[config.mk]
export PLATFORM = sky130hd
export DESIGN_NAME = wb_sample_feeder
export DESIGN_NICKNAME = d
export VERILOG_FILES = /design/src/rtl/wbsf_pkg.sv /design/src/rtl/wbsf_regs.sv /design/src/rtl/wbsf_rate_timer.sv /design/src/rtl/wbsf_sample_stage.sv /design/src/rtl/wb_sample_feeder.sv
export SDC_FILE = /design/constraint.sdc
export NUM_CORES = 1
export LEC_CHECK = 0
export CORE_ASPECT_RATIO = 1.1
export CORE_MARGIN = 2
export CORE_UTILIZATION = 30
export CTS_CLUSTER_SIZE = 20
export DETAILED_ROUTE_END_ITERATION = 12
export PLACE_DENSITY_LB_ADDON = 0.25
export SLEW_MARGIN = 40
export SYNTH_ARGS = -nofsm -noshare
export SYNTH_HDL_FRONTEND = slang
export SYNTH_SLANG_ARGS = --single-unit
[constraint.sdc]
create_clock -name clk_i -period 2.8 [get_ports clk_i]
set_input_delay 0.42 -clock clk_i [delete_from_list [all_inputs] [get_ports clk_i]]
set_output_delay 0.42 -clock clk_i [all_outputs]
set_load 0.005 [all_outputs]
[src/rtl/wbsf_pkg.sv]
package wbsf_pkg;

  typedef enum logic [1:0] {
    SEL_SAMPLE = 2'd0,
    SEL_PERIOD = 2'd1,
    SEL_NONE   = 2'd2
  } wbsf_sel_e;

  // word address decode; bit positions are part of the register contract
  function automatic wbsf_sel_e decode_addr(input logic [31:0] adr);
    case (adr)
      32'd0:   return SEL_SAMPLE;
      32'd1:   return SEL_PERIOD;
      default: return SEL_NONE;
    endcase
  endfunction

endpackage

[src/rtl/wbsf_regs.sv]
module wbsf_regs
  import wbsf_pkg::*;
#(
  parameter int DATA_W     = 32,
  parameter int ADR_W      = 1,
  parameter int SAMPLE_W   = 16,
  parameter int CNT_W      = 16,
  parameter int RST_RELOAD = 1814
) (
  input  logic                clk_i,
  input  logic                rst_ni,
  input  logic                cyc_i,
  input  logic                stb_i,
  input  logic                we_i,
  input  logic [ADR_W-1:0]    adr_i,
  input  logic [DATA_W-1:0]   dat_i,
  output logic [DATA_W-1:0]   dat_o,
  output logic                ack_o,
  input  logic [SAMPLE_W-1:0] active_i,
  input  logic                irq_i,
  output logic [CNT_W-1:0]    period_o,
  output logic                wr_sample_o,
  output logic [SAMPLE_W-1:0] sample_wdata_o
);

  localparam int USED_W = (SAMPLE_W > CNT_W) ? SAMPLE_W : CNT_W;

  logic              ack_q;
  logic [DATA_W-1:0] rdat_q;
  logic [CNT_W-1:0]  period_q;
  logic              req;
  wbsf_sel_e         sel;
  logic [DATA_W-1:0] rdata;

  // one transfer per strobe even if the master holds it through the ack
  assign req = cyc_i & stb_i & ~ack_q;
  assign sel = decode_addr(32'(adr_i));

  assign wr_sample_o    = req & we_i & (sel == SEL_SAMPLE);
  assign sample_wdata_o = dat_i[SAMPLE_W-1:0];

  always_comb begin
    rdata = '0;
    case (sel)
      SEL_SAMPLE: begin
        rdata[SAMPLE_W-1:0] = active_i;
        rdata[SAMPLE_W]     = irq_i;
      end
      SEL_PERIOD: rdata[CNT_W-1:0] = period_q;
      default:    rdata = '0;
    endcase
  end

  always_ff @(posedge clk_i or negedge rst_ni) begin
    if (!rst_ni) begin
      ack_q    <= 1'b0;
      rdat_q   <= '0;
      period_q <= CNT_W'(RST_RELOAD);
    end else begin
      ack_q <= req;
      if (req && !we_i) rdat_q <= rdata;
      if (req && we_i && (sel == SEL_PERIOD)) period_q <= dat_i[CNT_W-1:0];
    end
  end

  assign ack_o    = ack_q;
  assign dat_o    = rdat_q;
  assign period_o = period_q;

  generate
    if (USED_W < DATA_W) begin : g_unused
      logic unused_hi;
      assign unused_hi = ^dat_i[DATA_W-1:USED_W];
    end
  endgenerate


  ack_follows_req_chk: assert property (@(posedge clk_i) disable iff (!rst_ni)
    ack_q |-> $past(cyc_i && stb_i));


  req_gets_ack_chk: assert property (@(posedge clk_i) disable iff (!rst_ni)
    (cyc_i && stb_i && !ack_q) |=> ack_q);


  period_wr_chk: assert property (@(posedge clk_i) disable iff (!rst_ni)
    (req && we_i && sel == SEL_PERIOD) |=> period_q == $past(dat_i[CNT_W-1:0]));

endmodule

[src/rtl/wbsf_rate_timer.sv]
module wbsf_rate_timer #(
  parameter int CNT_W      = 16,
  parameter int RST_RELOAD = 1814
) (
  input  logic             clk_i,
  input  logic             rst_ni,
  input  logic [CNT_W-1:0] period_i,
  output logic             tick_o
);

  localparam logic [CNT_W-1:0] RST_CNT =
    (RST_RELOAD == 0) ? '0 : CNT_W'(RST_RELOAD - 1);

  logic [CNT_W-1:0] cnt_q;
  logic [CNT_W-1:0] cnt_load;

  // a zero period behaves as one cycle
  assign cnt_load = (period_i == '0) ? '0 : period_i - CNT_W'(1);
  assign tick_o   = (cnt_q == '0);

  always_ff @(posedge clk_i or negedge rst_ni) begin
    if (!rst_ni)     cnt_q <= RST_CNT;
    else if (tick_o) cnt_q <= cnt_load;
    else             cnt_q <= cnt_q - CNT_W'(1);
  end


  count_step_chk: assert property (@(posedge clk_i) disable iff (!rst_ni)
    !tick_o |=> cnt_q == $past(cnt_q) - CNT_W'(1));

endmodule

[src/rtl/wbsf_sample_stage.sv]
module wbsf_sample_stage #(
  parameter int SAMPLE_W = 16
) (
  input  logic                clk_i,
  input  logic                rst_ni,
  input  logic                tick_i,
  input  logic                wr_i,
  input  logic [SAMPLE_W-1:0] wdata_i,
  output logic [SAMPLE_W-1:0] sample_o,
  output logic                irq_o
);

  logic [SAMPLE_W-1:0] hold_q;
  logic [SAMPLE_W-1:0] active_q;
  logic                full_q;
  logic                irq_q;
  logic                promote;

  assign promote = tick_i & full_q;

  // same-edge write and promotion: old held value goes active, new one is held
  always_ff @(posedge clk_i or negedge rst_ni) begin
    if (!rst_ni) begin
      hold_q   <= '0;
      active_q <= '0;
      full_q   <= 1'b0;
      irq_q    <= 1'b1;
    end else begin
      if (promote) active_q <= hold_q;
      if (wr_i) begin
        hold_q <= wdata_i;
        full_q <= 1'b1;
        irq_q  <= 1'b0;
      end else if (promote) begin
        full_q <= 1'b0;
        irq_q  <= 1'b1;
      end
    end
  end

  assign sample_o = active_q;
  assign irq_o    = irq_q;


  promote_chk: assert property (@(posedge clk_i) disable iff (!rst_ni)
    promote |=> active_q == $past(hold_q));


  irq_raise_chk: assert property (@(posedge clk_i) disable iff (!rst_ni)
    (promote && !wr_i) |=> irq_q);


  empty_hold_chk: assert property (@(posedge clk_i) disable iff (!rst_ni)
    (tick_i && !full_q) |=> $stable(active_q));


  no_tick_hold_chk: assert property (@(posedge clk_i) disable iff (!rst_ni)
    !tick_i |=> $stable(active_q));


  irq_clear_chk: assert property (@(posedge clk_i) disable iff (!rst_ni)
    wr_i |=> (!irq_q && full_q));


  irq_full_chk: assert property (@(posedge clk_i) disable iff (!rst_ni)
    irq_q == !full_q);

endmodule

[src/rtl/wb_sample_feeder.sv]
module wb_sample_feeder #(
  parameter int DATA_W     = 32,
  parameter int ADR_W      = 1,
  parameter int SAMPLE_W   = 16,
  parameter int CNT_W      = 16,
  parameter int RST_RELOAD = 1814
) (
  input  logic                clk_i,
  input  logic                rst_ni,
  input  logic                wb_cyc_i,
  input  logic                wb_stb_i,
  input  logic                wb_we_i,
  input  logic [ADR_W-1:0]    wb_adr_i,
  input  logic [DATA_W-1:0]   wb_dat_i,
  output logic [DATA_W-1:0]   wb_dat_o,
  output logic                wb_ack_o,
  output logic [SAMPLE_W-1:0] sample_o,
  output logic                irq_o
);

  logic [CNT_W-1:0]    period;
  logic                tick;
  logic                wr_sample;
  logic [SAMPLE_W-1:0] sample_wdata;

  wbsf_regs #(
    .DATA_W    (DATA_W),
    .ADR_W     (ADR_W),
    .SAMPLE_W  (SAMPLE_W),
    .CNT_W     (CNT_W),
    .RST_RELOAD(RST_RELOAD)
  ) u_regs (
    .clk_i         (clk_i),
    .rst_ni        (rst_ni),
    .cyc_i         (wb_cyc_i),
    .stb_i         (wb_stb_i),
    .we_i          (wb_we_i),
    .adr_i         (wb_adr_i),
    .dat_i         (wb_dat_i),
    .dat_o         (wb_dat_o),
    .ack_o         (wb_ack_o),
    .active_i      (sample_o),
    .irq_i         (irq_o),
    .period_o      (period),
    .wr_sample_o   (wr_sample),
    .sample_wdata_o(sample_wdata)
  );

  wbsf_rate_timer #(
    .CNT_W     (CNT_W),
    .RST_RELOAD(RST_RELOAD)
  ) u_timer (
    .clk_i   (clk_i),
    .rst_ni  (rst_ni),
    .period_i(period),
    .tick_o  (tick)
  );

  wbsf_sample_stage #(
    .SAMPLE_W(SAMPLE_W)
  ) u_stage (
    .clk_i   (clk_i),
    .rst_ni  (rst_ni),
    .tick_i  (tick),
    .wr_i    (wr_sample),
    .wdata_i (sample_wdata),
    .sample_o(sample_o),
    .irq_o   (irq_o)
  );

endmodule

**Word level (Yosys, flattened, before mapping)**

Index checks and enable logic that the tools add are counted.

- $add $sub $neg: 2
- Bitwise logic cells: 7
- Mux-type cells: 9
- Equal/unequal tests: 1
- Reduce and logical (&&, ||, !) cells: 8

Operators with widths:

| operator | number |
|---|---|
| $logic_not 16->1 | 2 |
| $mux 16 | 2 |
| $pmux 16 s2 | 1 |
| $sub 16x1->16 const B | 2 |
| $and 1x1->1 | 5 |
| $mux 1 | 5 |
| $pmux 2 s2 | 1 |
| $logic_and 1x1->1 | 3 |
| $eq 2x1->1 const B | 1 |
| $logic_not 2->1 | 1 |
| $not 1->1 | 2 |
| $reduce_bool 2->1 | 1 |
| $logic_not 1->1 | 1 |

- Register bits after elaboration: 84
- Logic and storage cells: 35
- Output and inout port bits: 50

**Depth between registers and ports, before layout**

Gate-level depths: netlist (run 1).

- Depth in word-level cells: 5
- Gate-level depth with buffers: 8

**Cells and area by module**

From an unflattened synthesis (run 1), not the netlist that was laid out.

- Cells, all modules: 349
- Area total of the unflattened synthesis: 4246.6 um^2

By module, submodules not included:

| module | sequential area each (um^2) | area an instance (um^2) | cells an instance | instances |
|---|---|---|---|---|
| wbsf_regs | 858.3 | 1725.4 | 145 | 1 |
| wbsf_sample_stage | 852.1 | 1320.0 | 74 | 1 |
| wbsf_rate_timer | 407.9 | 1201.2 | 130 | 1 |

**Least setup slack after synthesis (run 1)**

OpenSTA, ideal clock, no wires.

- Kind: register -> register
- Start: register u_timer.cnt_q[6]
- End: register u_stage.active_q[10], in the netlist u_stage.sample_o[10]
- Required time: 2.675 ns
- Arrival time: 1.828 ns
- Setup time: 0.125 ns
- Period minus slack after synthesis: 1.953 ns
- Cell stages (with the launch flop): 7
- Path slack: 0.847 ns
- Path buffers: 1
- Cells stage by stage: dfrtp_1 > nor4_4 > nand3_2 > nor4_4 > nand2_4 > buf_6 > mux2_4

- Longest elaborated chain between the ends: 2

Ends and longest elaborated chain:

| item | line | RTL |
|---|---|---|
| start, declared | wbsf_rate_timer.sv:14 | `logic [CNT_W-1:0] cnt_q;` |
| start signal, assigned | wbsf_rate_timer.sv:23 | `else if (tick_o) cnt_q <= cnt_load;` |
| start signal, assigned | wbsf_rate_timer.sv:24 | `else cnt_q <= cnt_q - CNT_W'(1);` |
| $logic_not 16->1 | wbsf_rate_timer.sv:19 | `assign tick_o = (cnt_q == '0);` |
| $and 1x1->1 | wbsf_sample_stage.sv:19 | `assign promote = tick_i & full_q;` |
| end signal, assigned | wbsf_sample_stage.sv:29 | `if (promote) active_q <= hold_q;` |
| end, declared | wbsf_sample_stage.sv:14 | `logic [SAMPLE_W-1:0] active_q;` |

No other way between the ends.
A chain may end at the register's enable or synchronous reset.

**Worst setup path after layout (run 1)**

- Start: register u_timer.cnt_q[6]
- End: register u_stage.active_q[9], in the netlist u_stage.sample_o[9]

Same word-level chain as after synthesis.

==> results of run 1 <==
==> cell families (layout without fill, tap and decap cells) <==
| logic type | count (synthesis) | after routing | share of synthesized area [%] |
|---|---|---|---|
| compound gates | 36 | 36 | 5.09 |
| xor+xnor | 22 | 22 | 4.81 |
| fa+ha+maj | 3 | 3 | 0.936 |
| buf+inv | 33 | 85 | 4.81 |
| flops | 84 | 84 | 52.8 |
| mux | 71 | 71 | 20.2 |
| other cells | 1 | 15 | 0.0935 |
| simple gates | 83 | 83 | 11.3 |
==> sequential cells by signal, summed over array words and instances (netlist names) <==
register and count:
u_regs.dat_o 17, u_regs.period_o 16, u_stage.hold_q 16, u_stage.sample_o 16
u_timer.cnt_q 16, u_regs.ack_o 1, u_stage.full_q 1, u_stage.irq_o 1
==> layout by cell type, fill, tap and decap left out, drive strengths merged, types with 8 or more instances in the layout <==
cell type	n
dfstp	13
clkdlybuf4s50	55
a21oi	18
clkbuf	12
o22ai	12
conb	15
nor2	32
dfrtp	71
mux2i	23
nor4	10
buf	8
nor3	12
xnor2	17
mux2	48
nand2	10
==> layout make-up <==
class | instances | area (um2)
sequential | 84 | 2120
clock inverter | 4 | 72.6
timing repair buffer | 63 | 614
fill | 1262 | 8070
inverter | 6 | 22.5
clock buffer | 12 | 246
multi-input combinational | 230 | 1760
tap | 161 | 201
==> worst max-delay path: cells and delay by family, from the launching register on <==
kind	cells	cell delay (ns)
mux	1	0.37
simple gates	4	1.24
flops	1	0.45
==> report_power, final <==
part           switching [mW]  internal [mW]  leakage [nW]
Clock                   0.458          0.805         0.153
Combinational           0.406          0.592         0.928
Sequential              0.326           1.58          1.02
Total                    1.19           2.97          2.10
==> worst max-delay path by stage <==
stage	to
3_3_place_gp	u_stage.sample_o[10]
5_1_grt	u_stage.sample_o[11]
3_5_place_dp	u_stage.sample_o[11]
4_1_cts	u_stage.sample_o[11]
6_report	u_stage.sample_o[9]
2_1_floorplan	u_stage.sample_o[10]
==> synthesized netlist by cell type, drive strengths merged <==
cell,n
ha,3
nor4,10
xnor2,17
or2,1
and2,1
nand2b,3
nor2,32
nor3,12
clkbuf,6
or3,4
nand3,3
dfrtp,71
o21a,1
and4b,1
a21o,1
and3,1
mux2i,23
buf,21
xor2,5
inv,6
mux2,48
nand2,10
or4,2
a2111oi,1
o22ai,12
conb,1
a21oi,18
nor2b,1
o21ai,3
nand3b,2
dfstp,13
==> routing by layer <==
layer	part of all wire (%)	routed length (um)	vias to the layer above
met5	0	0	-
met4	2.3	193	0
met3	2.4	203	13
met2	49	4140	46
met1	46	3940	1339
li1	-	-	1266
==> stage by stage <==
| stage | total power [mW] | utilization, % | area, um2 | setup WS [ns] |
|---|---|---|---|---|
| 2_1_floorplan | 2.52 | - | 4060 | 0.847 |
| 3_3_place_gp | 2.90 | 35.9 | 4710 | 0.618 |
| 3_5_place_dp | 2.93 | 36.0 | 4710 | 0.607 |
| 4_1_cts | 4.22 | 38.4 | 5030 | 0.593 |
| 5_1_grt | 4.41 | 38.4 | 5030 | 0.486 |
| 6_report | 4.16 | 38.4 | 5030 | 0.622 |
==> flow_summary.rst, run 1 <==
.. list-table::
   :header-rows: 1

   * - Metric
     - Value
   * - Number of instances in the placed design
     - 544
   * - Syn. warnings
     - 0
   * - Maximum number of pins on one net before global-route repair
     - 82
   * - Maximum net fanout on the critical path
     - 16
   * - Routability Congestion
     - 0.775
   * - Maximum frequency from static timing analysis
     - 0.459 GHz
   * - Global-route met2 utilization
     - 20.6%
   * - Netlist area before placement
     - 0.00401 mm2
   * - Path type of the worst min-delay path
     - primary input to asynchronous set/reset pin
   * - Most utilized layer in the global route result
     - met2
   * - Iteration-0 DRC Markers
     - 117
   * - MaxCap Viol Count
     - 0
   * - Worst skew pair latency
     - 0.33 ns
   * - Maximum clock insertion buffer count
     - 2
   * - DP HPWL
     - 5740 um
   * - Crit-path most repeated cell
     - sky130_fd_sc_hd__nor4_4
   * - Gr usage total
     - 12.6%
   * - Arrival time of the worst setup path
     - 2.39 ns
   * - Launching element type of the critical path
     - register
   * - Post-detailed-routing wire length
     - 8480 um
   * - Clock tree from TritonCTS
     - built
   * - CP Cell Sequence
     - nor4_4 > nand3_2 > nor4_4 > nand2_4 > mux2_4
   * - Share of synthesized area occupied by flip-flops and latches
     - 52.8%
   * - Total congestion overflow after global routing
     - 0
   * - Final period utilization
     - 77.8%
   * - Non-filler cells, final
     - 560
   * - Source of the worst register-to-register timing path
     - u_timer.cnt_q[6]
   * - Type of destination of the critical path
     - register
   * - Post-CTS Setup Repair Bufs
     - 0
   * - Cell type with the highest aggregate area in the netlist
     - sky130_fd_sc_hd__dfrtp_1
   * - Starting density of the core
     - 30.6%
   * - Number of H-tree levels
     - 3
   * - Clock-pin slew on the worst setup and hold paths
     - 0.06 ns
   * - Leading cell types by total area after synthesis
     - sky130_fd_sc_hd__dfrtp_1 (44%), sky130_fd_sc_hd__mux2_2 (11%), sky130_fd_sc_hd__dfstp_2 (8.5%), sky130_fd_sc_hd__mux2i_1 (5.7%), sky130_fd_sc_hd__mux2_4 (3.7%)
   * - Worst clock skew
     - 0.00507 ns
   * - Number of detailed-route iterations in the first pass
     - 4
   * - Clk sink count
     - 84
   * - CTS Hold Buffers Added
     - 0
   * - Master of the slowest instance on the critical path
     - sky130_fd_sc_hd__dfrtp_1
   * - Area growth from synthesis to final layout
     - 25.5%
   * - Global-route met1 utilization
     - 16.4%
   * - Number of antenna violations at the first check in global routing
     - 0
   * - Floorplan die width
     - 114 um
   * - Global-route wire length before repair
     - 14200 um
   * - Hold Fails Final Rpt
     - 0
   * - # IOs
     - 88
   * - Full die area
     - 0.0143 mm2
   * - Number of vias after detailed routing
     - 2664
   * - Source of the critical timing path
     - u_timer.cnt_q[6]
   * - Via count of the first global-routing pass
     - 2777
   * - Data required, critical path
     - 3.02 ns
   * - Master cell of the clock root buffer
     - sky130_fd_sc_hd__clkbuf_16
   * - Distinct cell type count after synthesis
     - 40
   * - Flip-flop and latch count after synthesis
     - 84
   * - Post-cts resize count
     - 0
   * - Unrepaired setup endpoints after global routing
     - no
   * - Tightest hold margin
     - 0.130 ns
   * - Number of max-slew violations in the final report
     - 0
   * - Transition at the pin with the smallest max-transition slack
     - 0.739 ns
   * - Leakage power
     - 2.10 nW
   * - Sum Neg Setup Slack
     - 0 ns
   * - Residual antenna-violating net count after detailed routing
     - 0
   * - Status
     - completed
   * - VDD IR-drop max
     - 397 uV
   * - Tmin final
     - 2.18 ns
   * - Core area
     - 0.0131 mm2
   * - Pwr per Cell Area
     - 827 mW/mm2
   * - Number of nets in the layout
     - 435
   * - Setup violators final
     - 0
   * - Average detailed-routed wire length per instance
     - 15.1 um
   * - PortBufs
     - 56
   * - Post-detailed-route via-to-cell ratio
     - 4.76
   * - Remaining DRCs
     - 0
   * - Syn Inst Count
     - 333
   * - Max incr delay on CP
     - 0.45 ns
   * - GR Layer Usage met3
     - 2.08%
   * - Fraction of post-synthesis cell area in the top cell type by area
     - 44.3%
   * - Relative slew margins
     - 50.7%
   * - Die Y-Extent
     - 125 um
   * - Fraction of final layout cells sized beyond drive strength 1
     - 22.6%
   * - Reg2reg setup slack
     - 0.62 ns
   * - Kind of critical path
     - register to register
   * - Number of antenna diodes
     - 0
   * - Synthesized area divided by synthesized cell count
     - 12.0 um2
   * - Total CTS buffers
     - 9
   * - Number of cells on the worst reg-to-reg path
     - 5
   * - Reg2Reg Capture Point
     - u_stage.sample_o[9]
   * - Number of placement rows
     - 44
(Power assumes the default switching activity.)
==> run 2: changes to the inputs <==
clock period = 2.2 ns   (was 2.8 ns; I/O delays follow)
==> run 2 against run 1 <==
First-iteration DRC count down 26%; power up 27%; wire length up 2.4%; largest power group unchanged; critical path type unchanged; flip-flop and latch count unchanged; count of clock-buffer cells in the layout down 2; sequential share of layout area down 1.1 points; die area unchanged; combinational power up 37%; cell area up 2.6%; cell count up 2.5%; sequential power up 26%; global-route usage up 0.37 points.
==> flow_summary.rst, run 2 (same netlist as run 1, synthesis figures left out) <==
.. list-table::
   :header-rows: 1

   * - Metric
     - Value
   * - Status
     - completed
   * - Clk sink count
     - 84 (unchanged)
   * - Number of vias after detailed routing
     - 2679 (+0.56%)
   * - Die Y-Extent
     - 125 um (unchanged)
   * - DP HPWL
     - 6190 um (+7.8%)
   * - Leakage power
     - 2.18 nW (+3.6%)
   * - Hold Fails Final Rpt
     - 0 (unchanged)
   * - Number of cells on the worst reg-to-reg path
     - 6 (+1)
   * - Worst skew pair latency
     - 0.34 ns (about the same)
   * - Leading cell types in the layout, fill and taps excluded
     - sky130_fd_sc_hd__dfrtp_1 (71), sky130_fd_sc_hd__clkdlybuf4s50_1 (55), sky130_fd_sc_hd__mux2_2 (38)
   * - Post-cts resize count
     - 0 (unchanged)
   * - Final period utilization
     - 89.7% (+12 points)
   * - Place WS
     - 0.129 ns (-0.478 ns)
   * - Share of power burned in the clock network
     - 28.8% (-1.5 points)
   * - Sequential share of power
     - 45.2% (-0.5 points)
   * - Maximum net fanout on the critical path
     - 16 (unchanged)
   * - Maximum frequency from static timing analysis
     - 0.507 GHz (+10%)
   * - Total of fill cells in the finished design
     - 1283 (+1.7%)
   * - Number of max-slew violations in the final report
     - 0 (unchanged)
   * - Pwr per Cell Area
     - 1020 mW/mm2 (+24%)
   * - Hold path startpoint
     - u_regs.ack_o
   * - Full die area
     - 0.0143 mm2 (unchanged)
   * - Flip-flop count of the largest register after layout
     - 17 (unchanged)
   * - Master cell of the clock root buffer
     - sky130_fd_sc_hd__clkbuf_16
   * - Sequential cell area
     - 0.00212 mm2 (unchanged)
   * - Unrepaired setup endpoints after global routing
     - no
   * - Data required, critical path
     - 2.42 ns (-0.60 ns)
   * - Worst hold path stage count
     - 1
   * - Reg2reg setup slack
     - 0.23 ns (-0.40 ns)
   * - Residual antenna-violating net count after detailed routing
     - 0 (unchanged)
   * - Switching component of the power
     - 1.57 mW (+32%)
   * - PortBufs
     - 56 (unchanged)
   * - Post-detailed-route via-to-cell ratio
     - 4.67 (-1.9%)
   * - Number of H-tree levels
     - 3 (unchanged)
   * - Switching Share
     - 29.7% (+1.1 points)
   * - Number of nets in the layout
     - 449 (+3.2%)
   * - Power share of the combinational group
     - 26.0% (+2.0 points)
   * - Arrival time of the worst setup path
     - 2.19 ns (-0.20 ns)
   * - Kind of critical path
     - register to register
   * - Gr usage total
     - 13.0% (+0.37 points)
   * - Transition at the pin with the smallest max-transition slack
     - 0.561 ns (-0.178 ns)
   * - Starting density of the core
     - 30.6% (unchanged)
   * - Relative slew margins
     - 62.6% (+12 points)
   * - Overall Power
     - 5.29 mW (+27%)
   * - MaxCap Viol Count
     - 0 (unchanged)
   * - Reg2Reg Capture Point
     - u_stage.sample_o[3]
   * - Area growth from synthesis to final layout
     - 28.7%
   * - Number of placement rows
     - 44 (unchanged)
   * - Launching element type of the critical path
     - register
   * - Tmin final
     - 1.97 ns (-0.203 ns)
   * - Area taken by multi-input logic gates
     - 0.00176 mm2 (+0.21%)
   * - Number of antenna violations at the first check in global routing
     - 0 (unchanged)
   * - Maximum number of pins on one net before global-route repair
     - 47 (-43%)
   * - Path type of the worst min-delay path
     - register to register
   * - Setup violators final
     - 0 (unchanged)
   * - Via count of the first global-routing pass
     - 2781 (+0.14%)
   * - Clock tree from TritonCTS
     - built
   * - VDD IR-drop max
     - 512 uV (+29%)
   * - Setup ws final
     - 0.226 ns (-0.397 ns)
   * - Hold endpoint
     - u_regs.ack_o
   * - Routability Congestion
     - 0.757 (-2.3%)
   * - Clock-pin slew on the worst setup and hold paths
     - 0.06 ns (about the same)
   * - Core area
     - 0.0131 mm2 (unchanged)
   * - Fraction of final layout cells sized beyond drive strength 1
     - 25.7% (+3.1 points)
   * - Internal power summed over all cells
     - 3.72 mW (+25%)
   * - Global-route wire length before repair
     - 14600 um (+3.0%)
   * - Leading cell type in the layout, fill and taps excluded
     - sky130_fd_sc_hd__dfrtp_1
   * - Source of the worst register-to-register timing path
     - u_timer.cnt_q[6]
   * - Worst clock skew
     - 0.00568 ns (+0.000604 ns)
   * - Number of antenna diodes
     - 0 (unchanged)
   * - Maximum clock insertion buffer count
     - 2 (unchanged)
   * - Number of detailed-route iterations in the first pass
     - 4 (unchanged)
   * - Total CTS buffers
     - 9 (unchanged)
   * - Total congestion overflow after global routing
     - 0 (unchanged)
   * - Average detailed-routed wire length per instance
     - 15.1 um (-0.13%)
   * - Iteration-0 DRC Markers
     - 87 (-26%)
   * - Floorplan die width
     - 114 um (unchanged)
   * - # IOs
     - 88 (unchanged)
   * - Post-detailed-routing wire length
     - 8680 um (+2.4%)
   * - Type of destination of the critical path
     - register
   * - Remaining DRCs
     - 0 (unchanged)
==> run 2: worst max-delay path by stage <==
stage / endpoint / slack [ns] / depth (start not counted) / start
detailed placement: u_stage.sample_o[7] / 0.13 / 5 / u_timer.cnt_q[6]
CTS: u_stage.sample_o[3] / 0.11 / 5 / u_timer.cnt_q[6]
finish: u_stage.sample_o[3] / 0.23 / 6 / u_timer.cnt_q[6]
global placement: u_timer.cnt_q[1] / -0.02 / 5 / u_regs.period_o[14]
floorplan: u_stage.sample_o[10] / 0.25 / 6 / u_timer.cnt_q[6]
global route: u_stage.sample_o[11] / 0.08 / 6 / u_timer.cnt_q[6]
==> run 2: layout make-up <==
type	count	area share [%]
Inverter	6	0.436
Sequential cell	84	41.1
Multi-Input combinational cell	230	34.1
Clock inverter	6	1.24
Timing Repair Buffer	77	14.6
Tap cell	161	3.90
Clock buffer	10	4.63
==> run 2: per-layer routing <==
layer  wire length (um)  share of wire, %  track usage, %
met1               3940                45            17.1
met2               4390                51            21.3
met3                213               2.5            2.08
met4                139               1.6            5.16
met5                  0                 0               0
==> run 2: critical path, cell delays in order, from the launching register on <==
cell	delay, ns
sky130_fd_sc_hd__dfrtp_1	0.45
sky130_fd_sc_hd__nor4_4	0.36
sky130_fd_sc_hd__nand3_2	0.17
sky130_fd_sc_hd__nor4_4	0.31
sky130_fd_sc_hd__nand2_4	0.08
sky130_fd_sc_hd__buf_12	0.18
sky130_fd_sc_hd__mux2_4	0.30
==> run 2: through the flow <==
step	setup TNS (ns)	hold slack (ns)	area, um2	utilization (%)	instances
2_1_floorplan	0	0.0344	4060	-	347
3_3_place_gp	-0.0152	0.349	4820	36.8	556
3_5_place_dp	0	0.354	4830	36.8	556
4_1_cts	0	0.500	5140	39.2	573
5_1_grt	0	0.513	5160	39.4	574
6_report	0	0.495	5160	39.4	574
==> run 2: power groups by stage <==
stage / registers (mW) / logic, mW / clock network (mW)
3_3_place_gp: 2.40 / 1.37 / 0
2_1_floorplan: 2.35 / 0.860 / 0
6_report: 2.39 / 1.37 / 1.52
4_1_cts: 2.40 / 1.39 / 1.57
3_5_place_dp: 2.42 / 1.38 / 0
5_1_grt: 2.46 / 1.54 / 1.61
==> run 2: timing repair <==
action,4_1_cts,5_1_grt
hold endpoints to repair,29,0
buffers inserted,0,1
hold buffers,1,0
endpoints found under the setup margin,0,12
==> run 3: changes to the inputs <==
CELL_PAD_IN_SITES_DETAIL_PLACEMENT = 1   (was default)
CELL_PAD_IN_SITES_GLOBAL_PLACEMENT = 2   (was default)
==> run 3 against run 2 <==
Maximum frequency fell by 2.3%; setup slack got worse by 0.046 ns; core utilization up 0.17 points; combinational power increased by 9%; die area did not move; cell count is 1.0% higher; non-clock buffer count increased by 6; critical endpoint is now u_stage.sample_o[9]; count of clock-buffer cells in the layout is 2 higher.
==> flow_summary.rst, run 3 (same netlist as run 1, synthesis figures left out) <==
.. list-table::
   :header-rows: 1

   * - Metric
     - Value
   * - Transition at the pin with the smallest max-transition slack
     - 0.567 ns (+0.00587 ns)
   * - Final cell area excluding filler cells
     - 0.00518 mm2 (+0.44%)
   * - Launching element type of the critical path
     - register
   * - Placed Instance Area
     - 0.00487 mm2 (+0.83%)
   * - Total of fill cells in the finished design
     - 1444 (+13%)
   * - DP HPWL
     - 6980 um (+13%)
   * - Area growth from synthesis to final layout
     - 29.3%
   * - Setup violators final
     - 0 (unchanged)
   * - Residual antenna-violating net count after detailed routing
     - 0 (unchanged)
   * - Number of detailed-route iterations in the first pass
     - 4 (unchanged)
   * - Post-detailed-route via-to-cell ratio
     - 4.76 (+2.0%)
   * - Sum Neg Setup Slack
     - 0 ns (unchanged)
   * - Non-filler cells, final
     - 580 (+1.0%)
   * - Path type of the worst min-delay path
     - primary input to asynchronous set/reset pin
   * - Final period utilization
     - 91.8% (+2.1 points)
   * - Via count of the first global-routing pass
     - 3037 (+9.2%)
   * - Number of vias after detailed routing
     - 2761 (+3.1%)
   * - Post-detailed-routing wire length
     - 9670 um (+11%)
   * - Number of max-slew violations in the final report
     - 0 (unchanged)
   * - Number of nets in the layout
     - 455 (+1.3%)
   * - Hold Fails Final Rpt
     - 0 (unchanged)
   * - Routability Congestion
     - 0.749 (-1.0%)
   * - Full die area
     - 0.0143 mm2 (unchanged)
   * - Kind of critical path
     - register to register
   * - Global-route wire length before repair
     - 16200 um (+11%)
   * - Worst skew pair latency
     - 0.34 ns (about the same)
   * - Clock tree from TritonCTS
     - built
   * - Total CTS buffers
     - 9 (unchanged)
   * - Unrepaired setup endpoints after global routing
     - no
   * - Number of H-tree levels
     - 3 (unchanged)
   * - Data required, critical path
     - 2.42 ns (about the same)
   * - # IOs
     - 88 (unchanged)
   * - Core area
     - 0.0131 mm2 (unchanged)
   * - Maximum net fanout on the critical path
     - 16 (unchanged)
   * - Leading cell type in the layout, fill and taps excluded
     - sky130_fd_sc_hd__dfrtp_1
   * - MaxCap Viol Count
     - 0 (unchanged)
   * - Number of placement rows
     - 44 (unchanged)
   * - Die Y-Extent
     - 125 um (unchanged)
   * - Number of antenna violations at the first check in global routing
     - 0 (unchanged)
   * - Maximum clock insertion buffer count
     - 2 (unchanged)
   * - Flip-flop count of the largest register after layout
     - 17 (unchanged)
   * - Number of antenna diodes
     - 0 (unchanged)
   * - Iteration-0 DRC Markers
     - 99 (+14%)
   * - Clock-pin slew on the worst setup and hold paths
     - 0.06 ns (about the same)
   * - VDD IR-drop max
     - 407 uV (-20%)
   * - Post-cts resize count
     - 0 (unchanged)
   * - Post-CTS Setup Repair Bufs
     - 0 (unchanged)
   * - Number of instances in the placed design
     - 563 (+1.3%)
   * - Clk sink count
     - 84 (unchanged)
   * - Floorplan die width
     - 114 um (unchanged)
   * - Leading cell types in the layout, fill and taps excluded
     - sky130_fd_sc_hd__dfrtp_1 (71), sky130_fd_sc_hd__clkdlybuf4s50_1 (55), sky130_fd_sc_hd__mux2_2 (38)
   * - Arrival time of the worst setup path
     - 2.24 ns (+0.05 ns)
   * - Pwr per Cell Area
     - 1040 mW/mm2 (+1.9%)
   * - Remaining DRCs
     - 0 (unchanged)
   * - Type of destination of the critical path
     - register
   * - Gr usage total
     - 14.6% (+1.6 points)
   * - Fraction of final layout cells sized beyond drive strength 1
     - 26.5% (+0.83 points)
   * - Status
     - completed
   * - Starting density of the core
     - 30.6% (unchanged)
   * - Core utilization of the finished layout
     - 39.6% (+0.17 points)
   * - Maximum number of pins on one net before global-route repair
     - 47 (unchanged)
   * - Tmin final
     - 2.02 ns (+0.0459 ns)
   * - Total congestion overflow after global routing
     - 0 (unchanged)
   * - PortBufs
     - 56 (unchanged)
   * - Master cell of the clock root buffer
     - sky130_fd_sc_hd__clkbuf_16
   * - Maximum frequency from static timing analysis
     - 0.495 GHz (-2.3%)
   * - Leakage power
     - 2.21 nW (+1.3%)
   * - Relative slew margins
     - 61.9% (-0.68 points)
   * - Average detailed-routed wire length per instance
     - 16.7 um (+10%)
   * - CTS Hold Buffers Added
     - 1 (unchanged)
   * - Worst clock skew
     - 0.00832 ns (+0.00264 ns)
run 3: power by group:
| part | total, mW | internal [mW] | leakage [nW] | switching, mW |
|---|---|---|---|---|
| logic | 1.50 | 0.861 | 1.03 | 0.643 |
| registers | 2.37 | 2.01 | 1.02 | 0.359 |
| clock network | 1.54 | 0.940 | 0.153 | 0.601 |
run 3: final timing paths:
check | slack, ns | to | startpoint | cells after the start
max in group asynchronous | 0.98 | u_regs.period_o[9] | rst_ni | 3
min in group clk_i | 0.51 | u_stage.sample_o[1] | u_stage.hold_q[1] | 1
setup reg to reg | 0.18 | u_stage.sample_o[9] | u_timer.cnt_q[6] | 6
hold reg to reg | 0.51 | u_stage.sample_o[1] | u_stage.hold_q[1] | 1
hold / removal | 0.51 | u_stage.sample_o[3] | rst_ni | 2
setup / recovery | 0.18 | u_stage.sample_o[9] | u_timer.cnt_q[6] | 6
run 3: critical path, stage by stage (launching register included):
cell and delay, ns:
sky130_fd_sc_hd__dfrtp_1 0.40, sky130_fd_sc_hd__nor4_4 0.34, sky130_fd_sc_hd__nand3_2 0.17, sky130_fd_sc_hd__nor4_4 0.22
sky130_fd_sc_hd__buf_4 0.19, sky130_fd_sc_hd__nand2_4 0.21, sky130_fd_sc_hd__mux2_4 0.37
run 3: metal layers:
| metal | part of all wire, % | vias up | GRT usage [%] |
|---|---|---|---|
| met5 | 0 | - | 0 |
| met4 | 1.6 | 0 | 5.38 |
| met3 | 2.0 | 10 | 2.08 |
| met2 | 50 | 38 | 24.5 |
| met1 | 46 | 1403 | 19.1 |
| li1 | - | 1310 | - |
run 3: area by class of cell:
class                           count  area, um2  share of cell area, %
Clock buffer                       12        256                   4.95
Inverter                            6       22.5                  0.435
Multi-Input combinational cell    230       1760                   33.9
Sequential cell                    84       2120                   40.9
Timing Repair Buffer               83        776                   15.0
Clock inverter                      4       48.8                  0.942
Tap cell                          161        201                   3.89
run 3: through the flow:
step | setup WS, ns | power (mW) | hold slack, ns
after floorplan | 0.247 | 3.21 | 0.0344
after global placement | 0.00443 | 3.86 | 0.351
after detailed placement | 0.0571 | 3.92 | 0.353
after CTS | 0.138 | 5.50 | 0.508
after global routing | 0.0136 | 5.78 | 0.520
final | 0.180 | 5.41 | 0.505
